File: src/rtl/sio_pkg.sv
package sio_pkg;

  // Control-to-datapath strobes, valid for one clock.
  typedef struct packed {
    logic txLoad;    // data port write
    logic divLoWr;   // divisor low byte write
    logic divHiWr;   // divisor high byte write
  } sioStrobe_t;

  typedef enum logic [1:0] {
    RX_IDLE,
    RX_START,
    RX_DATA,
    RX_STOP
  } rxState_e;

  // Port offsets within the four-address window.
  localparam logic [1:0] OFS_DATA = 2'd0;
  localparam logic [1:0] OFS_STAT = 2'd1;
  localparam logic [1:0] OFS_DIVL = 2'd2;
  localparam logic [1:0] OFS_DIVH = 2'd3;

  // Status bit positions.
  localparam int unsigned ST_TX_RDY = 0;
  localparam int unsigned ST_RX_RDY = 1;
  localparam int unsigned ST_TX_IRQ = 4;
  localparam int unsigned ST_RX_IRQ = 5;

  localparam int unsigned BYTE_W = 8;
  localparam int unsigned DIV_W  = 16;

endpackage

File: src/rtl/sio_datapath.sv
module sio_datapath
  import sio_pkg::*;
#(
  parameter logic [DIV_W-1:0] DIV_RESET = 16'd16
) (
  input  logic              clk,
  input  logic              rstN,
  input  sioStrobe_t        strobe,
  input  logic [BYTE_W-1:0] wrData,
  input  logic              rxLine,
  output logic              txLine,
  output logic              txBusy,
  output logic              txLastTick,
  output logic              rxGood,
  output logic [BYTE_W-1:0] rxData,
  output logic [DIV_W-1:0]  divisor
);

  localparam int unsigned FRAME_BITS = BYTE_W + 2;
  localparam int unsigned TXB_W      = $clog2(FRAME_BITS);
  localparam int unsigned RXB_W      = $clog2(BYTE_W);
  localparam logic [TXB_W-1:0] TX_LAST = TXB_W'(FRAME_BITS - 1);
  localparam logic [RXB_W-1:0] RX_LAST = RXB_W'(BYTE_W - 1);

  // ---------------- divisor ----------------
  logic [DIV_W-1:0] effDiv;

  always_ff @(posedge clk or negedge rstN) begin
    if (!rstN) begin
      divisor <= DIV_RESET;
    end else begin
      if (strobe.divLoWr) divisor[BYTE_W-1:0]     <= wrData;
      if (strobe.divHiWr) divisor[DIV_W-1:BYTE_W] <= wrData;
    end
  end

  // A bit period shorter than two clocks cannot hold a mid-bit sample.
  assign effDiv = (divisor < DIV_W'(2)) ? DIV_W'(2) : divisor;

  // ---------------- transmitter ----------------
  logic [FRAME_BITS-1:0] txShift;
  logic [DIV_W-1:0]      txCnt;
  logic [TXB_W-1:0]      txBit;
  logic                  txTick;

  assign txTick     = txBusy && (txCnt == '0);
  assign txLastTick = txTick && (txBit == TX_LAST);
  assign txLine     = txShift[0];

  always_ff @(posedge clk or negedge rstN) begin
    if (!rstN) begin
      txShift <= '1;
      txCnt   <= '0;
      txBit   <= '0;
      txBusy  <= 1'b0;
    end else if (strobe.txLoad && !txBusy) begin
      txShift <= {1'b1, wrData, 1'b0};
      txCnt   <= effDiv - DIV_W'(1);
      txBit   <= '0;
      txBusy  <= 1'b1;
    end else if (txBusy) begin
      if (!txTick) begin
        txCnt <= txCnt - DIV_W'(1);
      end else begin
        txShift <= {1'b1, txShift[FRAME_BITS-1:1]};
        txCnt   <= effDiv - DIV_W'(1);
        if (txLastTick) txBusy <= 1'b0;
        else            txBit  <= txBit + TXB_W'(1);
      end
    end
  end

  // ---------------- receiver ----------------
  logic             rxMeta, rxSync;
  rxState_e         rxState;
  logic [DIV_W-1:0] rxCnt;
  logic [RXB_W-1:0] rxBit;
  logic [BYTE_W-1:0] rxShift;
  logic             rxTick;

  always_ff @(posedge clk or negedge rstN) begin
    if (!rstN) begin
      rxMeta <= 1'b1;
      rxSync <= 1'b1;
    end else begin
      rxMeta <= rxLine;
      rxSync <= rxMeta;
    end
  end

  assign rxTick = (rxCnt == '0);
  assign rxGood = (rxState == RX_STOP) && rxTick && rxSync;

  always_ff @(posedge clk or negedge rstN) begin
    if (!rstN) begin
      rxState <= RX_IDLE;
      rxCnt   <= '0;
      rxBit   <= '0;
      rxShift <= '0;
      rxData  <= '0;
    end else begin
      unique case (rxState)
        RX_IDLE: begin
          if (!rxSync) begin
            rxState <= RX_START;
            rxCnt   <= (effDiv >> 1) - DIV_W'(1);
          end
        end
        RX_START: begin
          if (!rxTick) begin
            rxCnt <= rxCnt - DIV_W'(1);
          end else if (rxSync) begin
            rxState <= RX_IDLE;           // glitch, not a start bit
          end else begin
            rxState <= RX_DATA;
            rxCnt   <= effDiv - DIV_W'(1);
            rxBit   <= '0;
          end
        end
        RX_DATA: begin
          if (!rxTick) begin
            rxCnt <= rxCnt - DIV_W'(1);
          end else begin
            rxShift <= {rxSync, rxShift[BYTE_W-1:1]};
            rxCnt   <= effDiv - DIV_W'(1);
            if (rxBit == RX_LAST) rxState <= RX_STOP;
            else                  rxBit   <= rxBit + RXB_W'(1);
          end
        end
        RX_STOP: begin
          if (!rxTick) begin
            rxCnt <= rxCnt - DIV_W'(1);
          end else begin
            rxState <= RX_IDLE;
            if (rxSync) rxData <= rxShift;  // framing error drops the byte
          end
        end
        default: rxState <= RX_IDLE;
      endcase
    end
  end

endmodule

File: src/rtl/sio_control.sv
module sio_control
  import sio_pkg::*;
#(
  parameter logic [7:0] BASE_ADDR = 8'h80
) (
  input  logic              clk,
  input  logic              rstN,
  input  logic [7:0]        ioAddr,
  input  logic              ioWr,
  input  logic              ioRd,
  input  logic [1:0]        clrBits,   // {rx flag clear, tx flag clear}
  input  logic              txBusy,
  input  logic              txLastTick,
  input  logic              rxGood,
  input  logic [BYTE_W-1:0] rxData,
  input  logic [DIV_W-1:0]  divisor,
  output sioStrobe_t        strobe,
  output logic [BYTE_W-1:0] ioRdData,
  output logic              irqOut,
  output logic              txFlag,
  output logic              rxFlag,
  output logic              rxReady
);

  logic       hit;
  logic [1:0] ofs;
  logic       statWr, dataRd;
  logic [BYTE_W-1:0] status;

  assign hit    = (ioAddr[7:2] == BASE_ADDR[7:2]);
  assign ofs    = ioAddr[1:0];
  assign statWr = ioWr && hit && (ofs == OFS_STAT);
  assign dataRd = ioRd && hit && (ofs == OFS_DATA);

  always_comb begin
    strobe         = '0;
    strobe.txLoad  = ioWr && hit && (ofs == OFS_DATA);
    strobe.divLoWr = ioWr && hit && (ofs == OFS_DIVL);
    strobe.divHiWr = ioWr && hit && (ofs == OFS_DIVH);
  end

  // Event flags: a set in the same clock as a clear wins.
  always_ff @(posedge clk or negedge rstN) begin
    if (!rstN) begin
      txFlag  <= 1'b0;
      rxFlag  <= 1'b0;
      rxReady <= 1'b0;
    end else begin
      txFlag  <= (txFlag  & ~(statWr & clrBits[0])) | txLastTick;
      rxFlag  <= (rxFlag  & ~(statWr & clrBits[1])) | rxGood;
      rxReady <= (rxReady & ~dataRd) | rxGood;
    end
  end

  assign irqOut = txFlag | rxFlag;

  always_comb begin
    status            = '0;
    status[ST_TX_RDY] = !txBusy;
    status[ST_RX_RDY] = rxReady;
    status[ST_TX_IRQ] = txFlag;
    status[ST_RX_IRQ] = rxFlag;
  end

  always_comb begin
    ioRdData = '0;
    if (ioRd && hit) begin
      unique case (ofs)
        OFS_DATA: ioRdData = rxData;
        OFS_STAT: ioRdData = status;
        OFS_DIVL: ioRdData = divisor[BYTE_W-1:0];
        OFS_DIVH: ioRdData = divisor[DIV_W-1:BYTE_W];
        default:  ioRdData = '0;
      endcase
    end
  end

endmodule

File: src/rtl/sio_irq_uart.sv
module sio_irq_uart
  import sio_pkg::*;
#(
  parameter logic [7:0]       BASE_ADDR = 8'h80,
  parameter logic [DIV_W-1:0] DIV_RESET = 16'd16
) (
  input  logic       clk,
  input  logic       rstN,
  input  logic [7:0] ioAddr,
  input  logic       ioWr,
  input  logic       ioRd,
  input  logic [7:0] ioWrData,
  output logic [7:0] ioRdData,
  input  logic       rxLine,
  output logic       txLine,
  output logic       irqOut
);

  sioStrobe_t        strobe;
  logic              txBusy;
  logic              txLastTick;
  logic              rxGood;
  logic [BYTE_W-1:0] rxData;
  logic [DIV_W-1:0]  divisor;
  logic              txFlag;
  logic              rxFlag;
  logic              rxReady;

  sio_control #(.BASE_ADDR(BASE_ADDR)) u_ctrl (
    .clk        (clk),
    .rstN       (rstN),
    .ioAddr     (ioAddr),
    .ioWr       (ioWr),
    .ioRd       (ioRd),
    .clrBits    ({ioWrData[ST_RX_IRQ], ioWrData[ST_TX_IRQ]}),
    .txBusy     (txBusy),
    .txLastTick (txLastTick),
    .rxGood     (rxGood),
    .rxData     (rxData),
    .divisor    (divisor),
    .strobe     (strobe),
    .ioRdData   (ioRdData),
    .irqOut     (irqOut),
    .txFlag     (txFlag),
    .rxFlag     (rxFlag),
    .rxReady    (rxReady)
  );

  sio_datapath #(.DIV_RESET(DIV_RESET)) u_dp (
    .clk        (clk),
    .rstN       (rstN),
    .strobe     (strobe),
    .wrData     (ioWrData),
    .rxLine     (rxLine),
    .txLine     (txLine),
    .txBusy     (txBusy),
    .txLastTick (txLastTick),
    .rxGood     (rxGood),
    .rxData     (rxData),
    .divisor    (divisor)
  );

endmodule

File: config.mk
export PLATFORM = sky130hd
export DESIGN_NAME = sio_irq_uart
export DESIGN_NICKNAME = d
export VERILOG_FILES = /design/src/rtl/sio_pkg.sv /design/src/rtl/sio_datapath.sv /design/src/rtl/sio_control.sv /design/src/rtl/sio_irq_uart.sv
export SDC_FILE = /design/constraint.sdc
export NUM_CORES = 1
export LEC_CHECK = 0
export CAP_MARGIN = 20
export CORE_MARGIN = 2
export CORE_UTILIZATION = 45
export DETAILED_ROUTE_END_ITERATION = 7
export GPL_ROUTABILITY_DRIVEN = 0
export GPL_TIMING_DRIVEN = 1
export PLACE_DENSITY = 0.64
export SLEW_MARGIN = 20
export SYNTH_ARGS = -nofsm -noshare
export SYNTH_HDL_FRONTEND = slang
export SYNTH_HIERARCHICAL = 1
export SYNTH_SLANG_ARGS = --single-unit
File: constraint.sdc
create_clock -name clk -period 3.96 [get_ports clk]
set_clock_uncertainty 0.2 [all_clocks]
set_input_delay 0.594 -clock clk [delete_from_list [all_inputs] [get_ports clk]]
set_output_delay 0.594 -clock clk [all_outputs]
set_load 0.1 [all_outputs]
==> flow_metrics.env <==
export IMPL_postCtsResizedCells=0
export IMPL_fin_area_um2=6450
export IMPL_clkPwrFrac_pct=28.0
export IMPL_final_setup_tns_ns=0
export IMPL_required_ns=4.00
export IMPL_fillers=1133
export IMPL_worstMarginPinSlew_ns=0.971
export IMPL_cts_root_buf="clkbuf_16"
export IMPL_synth_avg_cell_area_um2=9.30
export IMPL_dp_hpwl_um=10600
export IMPL_internal_power_mw=2.13
export IMPL_path_clk_slew_ns=0.06
export IMPL_rows=40
export IMPL_drive_gt1_share_pct=16.0
export IMPL_highest_layer="met4"
export IMPL_slew_violations=0
export IMPL_p_comb_share_pct=37.2
export IMPL_post_drt_wl_per_cell_um=18.7
export IMPL_cap_violations=0
export IMPL_grt_max_degree=74
export IMPL_vias=4835
export IMPL_dpl_cell_area_um2=6120
export IMPL_syn_area_um2=5580
export IMPL_period_share_pct=88.7
export IMPL_worstPathArrival_ns=3.55
export IMPL_path_class="register to register"
export IMPL_syn2layout_area_growth_pct=15.6
export IMPL_drt_met1_wl_um=6680
export IMPL_numCtsBuffers=9
export IMPL_die_area_um2=13300
export IMPL_gr_total_overflow=0
export IMPL_final_nets=656
export IMPL_htree_num_levels=3
export IMPL_post_place_ws_ns=0.448
export IMPL_p_leak_nw=2.80
export IMPL_async_flop_share_pct=100
export IMPL_core_um2=12100
export IMPL_cts_hold_buf=0
export IMPL_insertion_delay_ns=0.35
export IMPL_fin_ws_ns=0.448
export IMPL_antennaDiodeCount=0
export IMPL_clock_sinks=88
export IMPL_drc=0
export IMPL_hp_class="register to register"
export IMPL_yosysUniqueCellTypes=72
export IMPL_grt_pass1_vias=4632
export IMPL_wl_met2_um=6890
export IMPL_numPortBuffers=30
export IMPL_min_delay_start="u_dp/rxMeta"
export IMPL_end_kind="register"
export IMPL_die_w_um=115
export IMPL_syn_nets=636
export IMPL_ant_nets=0
export IMPL_clock_path_buffers=2
export IMPL_worst_setup_path_start_kind="register"
export IMPL_status="finished, final reports clean"
export IMPL_rr_endpoint="u_dp/rxCnt[10]"
export IMPL_synth_main_ff_cell="dfrtp_1"
export IMPL_hold_end="u_dp/rxSync"
export IMPL_initial_core_util_pct=46.3
export IMPL_yosysWarnings=6
export IMPL_ys_ff_latch=88
export IMPL_p_per_area_nw_per_um2=523
export IMPL_r2r_cells=9
export IMPL_antenna_found_initial=0
export IMPL_yosysSeqAreaShare_pct=39.7
export IMPL_io_pin_count=31
export IMPL_startpoint="u_dp/divisor[10]"
export IMPL_cts_tree="built"
export IMPL_wl_um=14800
export IMPL_grt_first_pass_wirelength_um=23700
export IMPL_synthCells=600
export IMPL_min_path_cells=0
export IMPL_crit_fanout=7
export IMPL_rsz0062_at_grt="no"
export IMPL_period_minus_slack_ns=3.51
export IMPL_cts_setup_buffers=0
export IMPL_vias_per_cell=6.10
export IMPL_route_met3_wl_um=744
export IMPL_grt_usage_pct=23.1
export IMPL_p_sw_mw=1.24
export IMPL_firstDrtPassIters=5
export IMPL_layout_common_cells="dfrtp_1 (76), nor2_1 (54), nand2_1 (51), a21oi_1 (31), o21ai_0 (31)"
export IMPL_r2r_start="u_dp/divisor[10]"
export IMPL_fmax_mhz=285
export IMPL_layout_commonest_cell="dfrtp_1"
export IMPL_relSlewSlack_pct=35.0
export IMPL_seqPwrFrac_pct=34.8
export IMPL_r2r_slack_ns=0.45
export IMPL_die_h_um=115
export IMPL_synth_edf_count=0
export IMPL_max_vdd_ir_drop_v=0.000226
export IMPL_finalHoldViolCount=0
export IMPL_setup_violations_final=0
export IMPL_p_sw_share_pct=36.8
export IMPL_drt_iter0_drc=402
cells in the mapped netlist (5+ instances only):
cell       n  area (um2)
dfrtp_1   76        1900
nor2_1    54         203
nand2_1   51         191
a21oi_1   31         155
o21ai_0   31         155
clkbuf_1  22        82.6
mux2_2    22         248
a31oi_1   21         131
inv_1     19        71.3
nand3_1   18        90.1
nor3_1    18        90.1
ha_1      15         188
xnor2_1   14         123
xor2_1    13         114
buf_2     12        60.1
dfstp_2   12         315
a22o_1     9        78.8
mux2_1     9         101
a221oi_1   8        70.1
nand2b_1   8        50.1
nor4_1     8        50.1
o22ai_1    8        50.1
or3_1      8        50.1
nor2b_1    7        43.8
and3_1     6        37.5
mux2i_1    5        50.1
or4_1      5        37.5
power groups by stage:
stage	Combinational, mW	Sequential [mW]	Clock, mW
CTS	1.24	1.17	0.963
finish	1.26	1.17	0.946
floorplan	0.927	1.15	0
global placement	1.20	1.18	0
global route	1.37	1.19	0.990
detailed placement	1.23	1.19	0
critical path, cell delays in order (launching register included):
cell and delay [ns]:
dfrtp_1 0.47, nor4_1 0.61, nand4_2 0.27, nand2_1 0.19, ha_1 0.24, nand3_1 0.17, or3_2 0.48, xor2_1 0.34
o221ai_1 0.17, a32o_1 0.27
how the worst max path moves through the flow:
stage / to / slack [ns] / depth (start not counted)
after floorplan: ioRdData[1] / 0.72 / 3
after global placement: u_dp/txCnt[0] / 0.58 / 9
after detailed placement: u_dp/txCnt[9] / 0.45 / 10
after CTS: u_dp/rxCnt[10] / 0.52 / 9
after global routing: u_dp/rxCnt[10] / 0.16 / 9
final: u_dp/rxCnt[10] / 0.45 / 9
registers in the layout (all words and copies together) (netlist names), named ones only:
register,flops
u_dp/txBusy,1
u_ctrl/rxReady,1
u_dp/rxBit,3
u_dp/txCnt,16
u_dp/divisor,16
u_dp/rxData,8
u_ctrl/txFlag,1
u_dp/rxSync,1
u_dp/txShift,9
u_dp/rxShift,8
u_dp/rxState,1
u_ctrl/rxFlag,1
u_dp/rxMeta,1
u_dp/rxCnt,16
u_dp/txBit,4
cell families after synthesis:
logic type	synth area share [%]
buffers and inverters	4.17
muxes	8.36
AOI/OAI and AO/OA	18.6
and+or+nand+nor	21.5
xor gates and xnor gates	4.24
adders and majority gates	3.36
DFF	39.7
metal layers:
layer	global-route usage, %	vias up
met5	0	-
met4	12.4	0
met3	3.22	37
met2	35.8	178
met1	31.4	2366
li1	-	2254
final cells by class:
class / instances / area (um2) / area share, %
clock buffers: 12 / 256 / 3.97
clock inverters: 4 / 76.3 / 1.18
inverters: 19 / 71.3 / 1.11
multi-input cells: 457 / 3130 / 48.5
flip-flops and latches: 88 / 2220 / 34.4
well taps: 168 / 210 / 3.26
repair buffers: 45 / 490 / 7.60
metrics by stage:
stage | hold WS, ns | std cells | power, mW | utilization [%]
floorplan | 0.0984 | 600 | 2.08 | -
global placement | 0.147 | 777 | 2.38 | 50.7
detailed placement | 0.148 | 777 | 2.42 | 50.7
CTS | 0.156 | 793 | 3.37 | 53.5
global route | 0.157 | 793 | 3.56 | 53.5
finish | 0.156 | 793 | 3.38 | 53.5
(Power assumes the default switching activity.)
